--- config.mk ---
export PLATFORM = sky130hd
export DESIGN_NAME = int_exec_unit
export DESIGN_NICKNAME = d
export VERILOG_FILES = /design/src/rtl/int_exec_pkg.sv /design/src/rtl/int_exec_decode.sv /design/src/rtl/int_exec_shifter.sv /design/src/rtl/int_exec_compare.sv /design/src/rtl/int_exec_unit.sv
export SDC_FILE = /design/constraint.sdc
export NUM_CORES = 1
export LEC_CHECK = 0
export BUFFER_PORTS_ARGS = -buffer_cell sky130_fd_sc_hd__clkbuf_2
export CAP_MARGIN = 20
export CORE_MARGIN = 10
export CORE_UTILIZATION = 34
export DETAILED_ROUTE_END_ITERATION = 7
export MAX_ROUTING_LAYER = met4
export PLACE_DENSITY_LB_ADDON = 0.12
export SETUP_SLACK_MARGIN = 0.4
export SLEW_MARGIN = 20
export SYNTH_ARGS = -nofsm -noshare
export SYNTH_HDL_FRONTEND = slang
export SYNTH_HIERARCHICAL = 1
export SYNTH_SLANG_ARGS = --single-unit
--- constraint.sdc ---
create_clock -name clk -period 8.2 [get_ports clk]
set_input_delay 0.82 -clock clk [delete_from_list [all_inputs] [get_ports clk]]
set_output_delay 0.82 -clock clk [all_outputs]
set_load 0.05 [all_outputs]
--- src/rtl/int_exec_pkg.sv ---
package int_exec_pkg;

  // Function-field encodings seen at the block's inputs
  localparam logic [2:0] FN_ADD  = 3'b000;
  localparam logic [2:0] FN_SLL  = 3'b001;
  localparam logic [2:0] FN_SLT  = 3'b010;
  localparam logic [2:0] FN_SLTU = 3'b011;
  localparam logic [2:0] FN_XOR  = 3'b100;
  localparam logic [2:0] FN_SHR  = 3'b101;
  localparam logic [2:0] FN_OR   = 3'b110;
  localparam logic [2:0] FN_AND  = 3'b111;

  // Internal operation after bit-30 and form resolution
  typedef enum logic [3:0] {
    K_ADD, K_SUB, K_SHL, K_SLT, K_SLTU, K_XOR, K_SHRL, K_SHRA, K_OR, K_AND
  } op_kind_e;

endpackage

--- src/rtl/int_exec_decode.sv ---
module int_exec_decode
  import int_exec_pkg::*;
(
  input  logic [2:0] fn_sel,
  input  logic       alt_sel,
  input  logic       imm_form,
  output op_kind_e   kind
);
  always_comb begin
    unique case (fn_sel)
      // Bit 30 separates subtract from add only in register form
      FN_ADD:  kind = (alt_sel && !imm_form) ? K_SUB : K_ADD;
      FN_SLL:  kind = K_SHL;
      FN_SLT:  kind = K_SLT;
      FN_SLTU: kind = K_SLTU;
      FN_XOR:  kind = K_XOR;
      // Bit 30 picks the right-shift fill in both forms
      FN_SHR:  kind = alt_sel ? K_SHRA : K_SHRL;
      FN_OR:   kind = K_OR;
      default: kind = K_AND;
    endcase
  end
endmodule

--- src/rtl/int_exec_shifter.sv ---
module int_exec_shifter #(
  parameter int XLEN = 32,
  localparam int SHW = $clog2(XLEN)
) (
  input  logic [XLEN-1:0] din,
  input  logic [SHW-1:0]  amt,
  input  logic            left,
  input  logic            arith,
  output logic [XLEN-1:0] dout
);
  logic [XLEN-1:0] stg [0:SHW];
  logic [XLEN-1:0] rev_in, rev_out;
  logic            fill;

  // A left shift reuses the right shifter on bit-reversed data
  always_comb begin
    for (int i = 0; i < XLEN; i++) rev_in[i] = din[XLEN-1-i];
  end

  assign stg[0] = left ? rev_in : din;
  assign fill   = arith & ~left & din[XLEN-1];

  for (genvar k = 0; k < SHW; k++) begin : g_stage
    localparam int STEP = 1 << k;
    assign stg[k+1] = amt[k] ? {{STEP{fill}}, stg[k][XLEN-1:STEP]} : stg[k];
  end

  always_comb begin
    for (int i = 0; i < XLEN; i++) rev_out[i] = stg[SHW][XLEN-1-i];
  end

  assign dout = left ? rev_out : stg[SHW];
endmodule

--- src/rtl/int_exec_compare.sv ---
module int_exec_compare #(
  parameter int XLEN = 32
) (
  input  logic [XLEN-1:0] a,
  input  logic [XLEN-1:0] b,
  output logic            lt_s,
  output logic            lt_u
);
  logic [XLEN:0] diff;

  // The borrow out of a - b is the unsigned ordering
  assign diff = {1'b0, a} - {1'b0, b};
  assign lt_u = diff[XLEN];
  // When the signs differ, the negative operand is the smaller one
  assign lt_s = (a[XLEN-1] ^ b[XLEN-1]) ? a[XLEN-1] : lt_u;
endmodule

--- src/rtl/int_exec_unit.sv ---
module int_exec_unit
  import int_exec_pkg::*;
#(
  parameter int XLEN = 32
) (
  input  logic            clk,
  input  logic            rst,
  input  logic            in_valid,
  input  logic [2:0]      fn_sel,
  input  logic            alt_sel,
  input  logic            imm_form,
  input  logic [XLEN-1:0] opa,
  input  logic [XLEN-1:0] opb,
  output logic            res_valid,
  output logic [XLEN-1:0] res_q
);
  localparam int SHW = $clog2(XLEN);

  op_kind_e        kind;
  logic [XLEN-1:0] sum, shifted, result;
  logic            lt_s, lt_u, do_sub;

  int_exec_decode u_dec (
    .fn_sel(fn_sel), .alt_sel(alt_sel), .imm_form(imm_form), .kind(kind)
  );

  // A single adder serves both add and subtract
  assign do_sub = (kind == K_SUB);
  assign sum    = opa + (opb ^ {XLEN{do_sub}}) + {{(XLEN-1){1'b0}}, do_sub};

  int_exec_shifter #(.XLEN(XLEN)) u_shf (
    .din(opa), .amt(opb[SHW-1:0]),
    .left(kind == K_SHL), .arith(kind == K_SHRA), .dout(shifted)
  );

  int_exec_compare #(.XLEN(XLEN)) u_cmp (
    .a(opa), .b(opb), .lt_s(lt_s), .lt_u(lt_u)
  );

  always_comb begin
    unique case (kind)
      K_ADD, K_SUB:           result = sum;
      K_SHL, K_SHRL, K_SHRA:  result = shifted;
      K_SLT:                  result = {{(XLEN-1){1'b0}}, lt_s};
      K_SLTU:                 result = {{(XLEN-1){1'b0}}, lt_u};
      K_XOR:                  result = opa ^ opb;
      K_OR:                   result = opa | opb;
      default:                result = opa & opb;
    endcase
  end

  always_ff @(posedge clk) begin
    if (rst) begin
      res_valid <= 1'b0;
      res_q     <= '0;
    end else begin
      res_valid <= in_valid;
      if (in_valid) res_q <= result;
    end
  end
endmodule

==> Word level (Yosys, flattened, before mapping) <==
Index checks and enable logic that the tools add are counted.
W data, S select, Z words.
{ "classes": {"addsub": 3, "eq_ne": 14, "n_mux": 12, "bitwise": 8, "reduce_logical": 6} }
{ "ops": {"columns": ["cell", "n"], "rows": [
  ["$mux W32", 7],
  ["$pmux W32 S6", 1],
  ["$xor A32 B32 Y32", 2],
  ["$sub A32 B32 Y33", 1],
  ["$add A32 B1 Y32", 1],
  ["$add A32 B32 Y32", 1],
  ["$and A32 B32 Y32", 1],
  ["$or A32 B32 Y32", 1],
  ["$pmux W4 S7", 1],
  ["$eq A4 B3 Y1 const B", 4],
  ["$eq A3 B3 Y1 const B", 3],
  ["$eq A4 B2 Y1 const B", 2],
  ["$eq A3 B2 Y1 const B", 2],
  ["$eq A4 B1 Y1 const B", 1],
  ["$eq A4 B4 Y1 const B", 1],
  ["$logic_not A4 Y1", 1],
  ["$eq A3 B1 Y1 const B", 1],
  ["$logic_not A3 Y1", 1],
  ["$mux W1", 3],
  ["$reduce_or A3 Y1", 1],
  ["$and A1 B1 Y1", 2],
  ["$reduce_or A2 Y1", 1],
  ["$logic_and A1 B1 Y1", 1],
  ["$logic_not A1 Y1", 1],
  ["2 further kinds", 2]
]} }
{ "word_totals": {"regBits": 33, "in_bits": 72, "output_inout_bits": 33, "word_cells": 45} }

==> Depth between registers and ports, before layout <==
Gate-level depths: netlist of run 1.
{ "depth": {"ltp_word": 15, "ltp_mapped": 19} }

==> Modules after synthesis <==
The synthesis of run 1 kept the hierarchy.
{ "modules_own_cells": {"columns": ["module", "instances", "cells_per_inst", "area_per_inst_um2", "seq_area_each_um2"], "rows": [
  ["int_exec_unit", 1, 688, 5196.2, 660.6],
  ["int_exec_shifter", 1, 461, 3594.7, 0.0],
  ["int_exec_compare", 1, 115, 829.5, 0.0],
  ["int_exec_decode", 1, 10, 80.1, 0.0]
]} }

==> Worst setup path before layout of run 1 <==
OpenSTA, ideal clock, no wires.
{ "synth_timing": {"path_kind": "input-to-reg", "start": "input port fn_sel[1]", "end": "register res_q[24]", "arrival_time_ns": 4.677, "required_time_ns": 8.078, "setup_slack_ns": 3.401, "cell_stages": 17, "path_cell_list": "mux2_2 -> buf_6 -> or4b_4 -> buf_6 -> clkbuf_1 -> nor2_1 -> a21oi_1 -> fa_1 -> nor2b_1 -> o2111ai_1 -> a311o_1 -> nor2b_1 -> and4b_1 -> o31ai_1 -> a21oi_1 -> xnor2_1 -> a221o_1"} }
{ "synth_between": {"elab_chain_len": 13, "word_cells_on_any_way": 33, "classes_between": "add/sub (2); eq/ne (14); mux (9); bitwise (4); reduce/logical (4)"} }
{ "synth_rtl": {"columns": ["element", "line", "rtl"], "rows": [
  ["start: declaration", "int_exec_unit.sv:9", "input logic [2:0] fn_sel,"],
  ["$eq A3 B3 Y1, or another cell as far along", "int_exec_decode.sv:10", "unique case (fn_sel)"],
  ["$pmux W4 S7 (*)", "int_exec_decode.sv:10", null],
  ["parallel branches: the longest is 10 deep, another holds $add A32 B32 Y32", null, null],
  ["$pmux W32 S6 (*)", "int_exec_unit.sv:41", "unique case (kind)"],
  ["end signal: assignment", "int_exec_unit.sv:58", "if (in_valid) res_q <= result;"],
  ["end: declaration", "int_exec_unit.sv:15", "output logic [XLEN-1:0] res_q"]
]} }
Mark *: on every way between the ends.
A chain may end at the register's enable or synchronous reset.

==> Worst setup path in the final report of run 1 <==
{ "layout_timing": {"start": "input port fn_sel[2]", "end": "register res_q[24]"} }
{ "layout_between": {"elab_chain_len": 13, "word_cells_on_any_way": 33, "classes_between": "add/sub (2); eq/ne (14); mux (9); bitwise (4); reduce/logical (4)"} }
{ "layout_rtl": {"columns": ["element", "line", "rtl"], "rows": [
  ["$eq A3 B3 Y1, or another cell as far along", "int_exec_decode.sv:10", null],
  ["$pmux W4 S7 (*)", "int_exec_decode.sv:10", null],
  ["net kind[3]", "int_exec_unit.sv:19", "op_kind_e kind;"],
  ["parallel branches: the longest is 10 deep, another holds $add A32 B32 Y32", null, null],
  ["$pmux W32 S6 (*)", "int_exec_unit.sv:41", null]
]} }
Mark *: on every way through the listed nets, which the timed path passes.

==> metrics.txt, run 1 <==
Die Width=~190 um; total setup buffers inserted after CTS=0; largest net degree at the start of global routing=71; top layer in use=met4; Critical Path RT=8390 ps; static leakage=4.77 nW; fin crit share=0.676; depth of the most critical reg-to-reg path=2; leading area contributor after synthesis=ha_1; DR WL met2=20.2 mm; WHS Path Cells=2; top area cells in the synthesized netlist=ha_1 17%, mux4_2 7.9%, dfxtp_1 6.8%; global route overflow=0; CTS sink cnt=33; CTS Buf Count=5; die area=0.0357 mm2; PD cells=between 100 and 150 mW/mm2; post-CTS resize count=0; critical path arrival=around 5700 ps; TritonCTS clock tree=yes; nets@finish=between 1.5k and 2k; number of setup violations in the final report=0; Peak VDD IR=just under 80 uV; H-tree depth=2; antenna viol nets, final=0; post-synth top area share=0.168; port bufs=between 100 and 150; clock root buffer=clkbuf_16; row count=slightly above 60; WL met3=2.92 mm; Clock Latency Late Sink=approximately 300 ps; outcome=completed; Reg clk slew, reported paths=around 60 ps; slew margin rel.=0.263; Vias/cell=between 6 and 7; Slew @ Worst Pin=approximately 1100 ps; first-pass GRT wire length=roughly 66 mm; Total GRT Usage=0.244; Synth Instances=~1.3k; Tmin final=between 5000 and 6000 ps; RSZ-0062 raised after global routing=false; syn nets=around 1.5k; drt drc=0; number of synthesized flops with an enable pin=0; syn avg cell area=7.61 um2; num ports=~110; most common flop cell mapped by yosys=dfxtp_1; Filler Cells Inserted=3040; Max-cap violations=0; die height=around 190 um; Max Freq=roughly 180 MHz; count leader, synth=ha_1; Mapped Area=between 0.009 and 0.01 mm2; Seq cells post-synth=33; core area=approximately 0.028 mm2; WL met1=between 15 and 20 mm; Synth async-reset ratio=0; Layout area overhead=9.56%; CP Max Fanout=33; overall via count from detail_route=10.5k; Worst setup EP type=flip-flop; Final HPWL DP=33.1 mm; Starting DRT DRC Count=about 1.1k; Synthesis Warnings=6; DRT Pass-1 Iters=6; startpoint types=primary input; Critical Path Start=fn_sel[2]; post-route non-filler standard cell count=about 1.7k; Hold Path Class=reg -> reg; DRT Wirelength=44.0 mm; WL/cell=around 26 um; gp weighted congestion=roughly 1; WS Path Type=in -> reg; Clock Tree Buf Depth=2; Seq/Total Area, Yosys=0.0681; Starting Density=0.347; Final Hold Violating Endpoints=0; share of cells above drive strength 1=0.188; initial antenna violation count=0; skew final=0 ps; Yosys cell types=slightly above 90; vias in the first global route=roughly 10k; sum of negative setup slack=0 ps; max-slew violations=0; Post-Place Cells=1687; # hold bufs at CTS=0; diode count=0; worst hold start=res_q[7]; Post-synth top cells=130 x ha_1, 113 x a21oi_1, 112 x inv_1; FF-to-FF Start=res_q[21]
## area by class of cell
cell class	instances	area (um2)	share of cell area
multi-input combinational	1038	8220	0.774
timing repair buffer	123	666	0.0626
sequential	33	661	0.0622
tap	378	473	0.0445
inverter	115	432	0.0406
clock buffer	7	143	0.0134
clock inverter	1	30.0	0.00283
## critical path, stage by stage
cell and delay [ps]:
clkbuf_2 130, and2_4 250, nor2b_4 150, a211oi_2 150, buf_4 230, or4b_4 800, xnor2_1 310, inv_1 90
fa_1 430, nor2b_1 170, o2111ai_1 140, a311o_1 380, nor2b_1 210, and4b_1 230, o31ai_1 580, a21oi_1 180
xnor2_1 170, a221o_1 310
## cells by family (layout without fill, tap and decap cells)
group	after synthesis	in the layout	synth area share
and+or+nand+nor	338	338	0.169
DFF	33	33	0.0681
AOI/OAI and AO/OA	389	389	0.278
muxes	120	120	0.174
xor gates and xnor gates	60	60	0.0542
adders and majority gates	131	131	0.170
buffers and inverters	203	246	0.0859
## cell usage in the layout (no fill, tap or decap), types with 18 or more instances in the layout
cell,instances
mux2i_1,35
inv_1,112
nor2_1,97
mux2_2,49
nand2b_1,18
buf_4,20
nand3_1,20
ha_1,130
o22ai_1,19
clkbuf_2,103
nand4_1,18
nand2_1,104
mux4_2,34
xnor2_1,47
a221o_1,19
a221oi_1,30
dfxtp_1,33
o21ai_0,66
a21oi_1,113
## where the power goes
group	leakage (nW)	internal, mW	switching [mW]
Combinational	4.42	0.308	0.576
Clock	0.0841	0.152	0.0856
Sequential	0.272	0.178	0.0114
Total	4.77	0.638	0.673
## state kept, by name, summed over array words and instances, names as in the netlist
register   flops
res_q         32
res_valid      1
## stage by stage
stage	cell area, um2	hold WS (ps)	setup slack, ps	power [mW]	util
floorplan	9700	658	3400	0.783	-
global placement	10500	428	2460	1.07	0.374
detailed placement	10500	433	2410	1.06	0.374
CTS	10600	443	2710	1.30	0.380
global route	10600	461	2480	1.39	0.380
finish	10600	447	2660	1.31	0.380
## metal layers
layer	vias to the layer above	global-route usage
met1	5098	0.313
met4	0	0.0998
met5	-	-
met3	97	0.0246
li1	4811	-
met2	527	0.387
## worst paths after layout
check | slack (ps) | to
min reg2reg | 450 | res_q[7]
min | 450 | res_q[7]
max | 2660 | res_q[24]
max reg2reg | 7320 | res_q[21]
(Power assumes the default switching activity.)
==> inputs of run 2 (changes only) <==
==> constraint.sdc (replaced) <==
create_clock -name clk -period 4.7 [get_ports clk]
set_input_delay 0.47 -clock clk [delete_from_list [all_inputs] [get_ports clk]]
set_output_delay 0.47 -clock clk [all_outputs]
set_load 0.05 [all_outputs]
==> metrics.txt, run 2 (synthesis gave the netlist of run 1 again) <==
global route overflow=0 (unchanged); Vias/cell=6.08 (was 6.21); vias in the first global route=10.2k (about the same); TritonCTS clock tree=yes (unchanged); FF+latch area=661 um2 (unchanged); die area=0.0357 mm2 (unchanged); Finished Cell Area=0.0111 mm2 (was 0.0106 mm2); gp weighted congestion=1.02 (was 0.990); PD cells=216 mW/mm2 (was 123 mW/mm2); number of setup violations in the final report=0 (unchanged); clock root buffer=clkbuf_16 (unchanged); commonest non-fill, non-tap cell in the layout=ha_1 (unchanged); worst hold start=res_q[7] (unchanged); RSZ-0062 raised after global routing=false (unchanged); total power draw=2.39 mW (was 1.31 mW); Max-cap violations=0 (unchanged); Starting Density=0.347 (unchanged); Max Freq=between 200 and 250 MHz; top flop regs=res_q x32, res_valid x1 (unchanged); WHS Path Cells=2 (unchanged); Worst Hold End=res_q[7] (unchanged); switching share of power=0.509 (was 0.513); first-pass GRT wire length=66.5 mm (was 65.9 mm); cell internal pwr=1.17 mW (was 0.638 mW); GR Util met3=0.0388 (was 0.0246); DRT Pass-1 Iters=5 (was 6); max reg flops=32 (unchanged); final worst slack=567 ps (was 2660 ps); # hold bufs at CTS=0 (unchanged); Total GRT Usage=0.248 (was 0.244); initial antenna violation count=0 (unchanged); CTS sink cnt=33 (unchanged); Starting DRT DRC Count=1354 (was 1142); port bufs=104 (unchanged); Reg clk slew, reported paths=70 ps (was 60 ps); Hold Path Class=reg -> reg (unchanged); Sequential Power Share=0.137 (was 0.145); diode count=0 (unchanged); GRT met1 Usage=0.323 (was 0.313); multi-input logic area=0.00828 mm2 (was 0.00822 mm2); skew final=0 ps (unchanged); worst reg2reg endpoint=res_q[21] (unchanged); Combinational Power Share=0.683 (was 0.674); startpoint types=primary input (unchanged); drt drc=0 (unchanged); commonest non-fill, non-tap cells in the layout=130 x ha_1, 112 x inv_1, 110 x a21oi_1 (was 130 x ha_1, 113 x a21oi_1, 112 x inv_1); DRT Wirelength=44.6 mm (was 44.0 mm); sum of negative setup slack=0 ps (unchanged); depth of the most critical reg-to-reg path=2 (unchanged); met2 usage=0.378 (was 0.387); slew margin rel.=0.384 (was 0.263); register with the most flip-flops=res_q (unchanged); share of cells above drive strength 1=0.224 (was 0.188); CTS Buf Count=5 (unchanged); Critical Path RT=4900 ps (was 8390 ps); Clk pwr share=0.179 (was 0.181); die height=189 um (unchanged); Tmin final=~4100 ps; H-tree depth=2 (unchanged); critical path arrival=4330 ps (was 5730 ps); max-slew violations=0 (unchanged); layer with the highest usage=met2 (unchanged); antenna viol nets, final=0 (unchanged); CP Max Fanout=5 (was 33); P_sw=1.22 mW (was 0.673 mW); row count=61 (unchanged); worst reg2reg setup slack=3810 ps (was 7320 ps); FF-to-FF Start=res_q[21] (unchanged); Filler Cells Inserted=3021 (was 3040); Worst setup EP type=flip-flop (unchanged); Peak VDD IR=135 uV (was 78.4 uV); static leakage=5.04 nW (was 4.77 nW); Clock Latency Late Sink=300 ps (about the same); core area=0.0279 mm2 (unchanged); num ports=105 (unchanged); nets@finish=1569 (was 1519); Final HPWL DP=34.5 mm (was 33.1 mm); Slew @ Worst Pin=922 ps (was 1110 ps); Final Hold Violating Endpoints=0 (unchanged); largest net degree at the start of global routing=41 (was 71); outcome=completed (unchanged); Layout area overhead=14.2% (was 9.56%); WS Path Type=in -> reg (unchanged); Post-DP Area=0.0108 mm2 (was 0.0105 mm2); WL/cell=25.6 um (was 25.9 um); Die Width=189 um (unchanged); overall via count from detail_route=10.6k (was 10.5k); Post-Place Cells=1732 (was 1687); fin crit share=0.879; pre-CTS setup slack=66.0 ps (was 2410 ps); Clock Tree Buf Depth=2 (unchanged); post-route non-filler standard cell count=1745 (was 1695)
## run 2: cell types whose count changed in the layout (fill, tap and decap cells not counted), sizes merged
| cell | change |
|---|---|
| buf | +50 |
## run 2: worst max path at each step
stage / endpoint / start / slack [ps] / depth (start not counted)
finish: res_q[24] / fn_sel[2] / 570 / 17
global route: res_q[24] / fn_sel[2] / 380 / 17
CTS: res_q[30] / fn_sel[2] / 430 / 19
detailed placement: res_q[24] / fn_sel[2] / 70 / 17
global placement: res_q[24] / fn_sel[2] / 80 / 17
floorplan: res_q[24] / fn_sel[1] / 420 / 16
## run 2: routing by layer
| metal | vias up | part of all wire |
|---|---|---|
| met5 | - | 0 |
| met1 | 5175 | 0.45 |
| li1 | 4908 | - |
| met3 | 77 | 0.067 |
| met4 | 0 | 0.040 |
| met2 | 445 | 0.45 |
## run 2: layout make-up
type,instances,share of cell area
Timing Repair Buffer,173,0.0958
Clock inverter,1,0.00271
Multi-Input combinational cell,1038,0.747
Clock buffer,7,0.0129
Tap cell,378,0.0427
Inverter,115,0.0390
Sequential cell,33,0.0596
## run 2: what timing repair did
item,CTS,global route
setup endpoints to repair,1,12
pin swaps,0,1
setup buffers,0,5
resized for setup,1,12
## run 2: power groups by stage
stage | registers (mW) | clock network [mW] | logic (mW)
detailed placement | 0.334 | 0 | 1.59
floorplan | 0.437 | 0 | 0.931
finish | 0.329 | 0.429 | 1.63
CTS | 0.328 | 0.442 | 1.60
global route | 0.332 | 0.449 | 1.76
global placement | 0.335 | 0 | 1.60
## run 2: critical path, stage by stage
cell and delay (ps):
clkbuf_2 120, and2_4 170, nor2b_4 120, a211oi_2 170, or4b_4 540, xnor2_2 190, inv_1 80, fa_1 440
nor2b_2 150, o2111ai_1 160, a311o_1 390, nor2b_2 200, and4b_1 240, o31ai_4 270, a21oi_1 130, xnor2_1 140
a221o_1 330
## run 2: per-stage QoR
step | hold slack (ps) | util
3_3_place_gp | 436 | 0.387
4_1_cts | 449 | 0.394
5_1_grt | 474 | 0.397
6_report | 448 | 0.397
2_1_floorplan | 539 | -
3_5_place_dp | 438 | 0.387
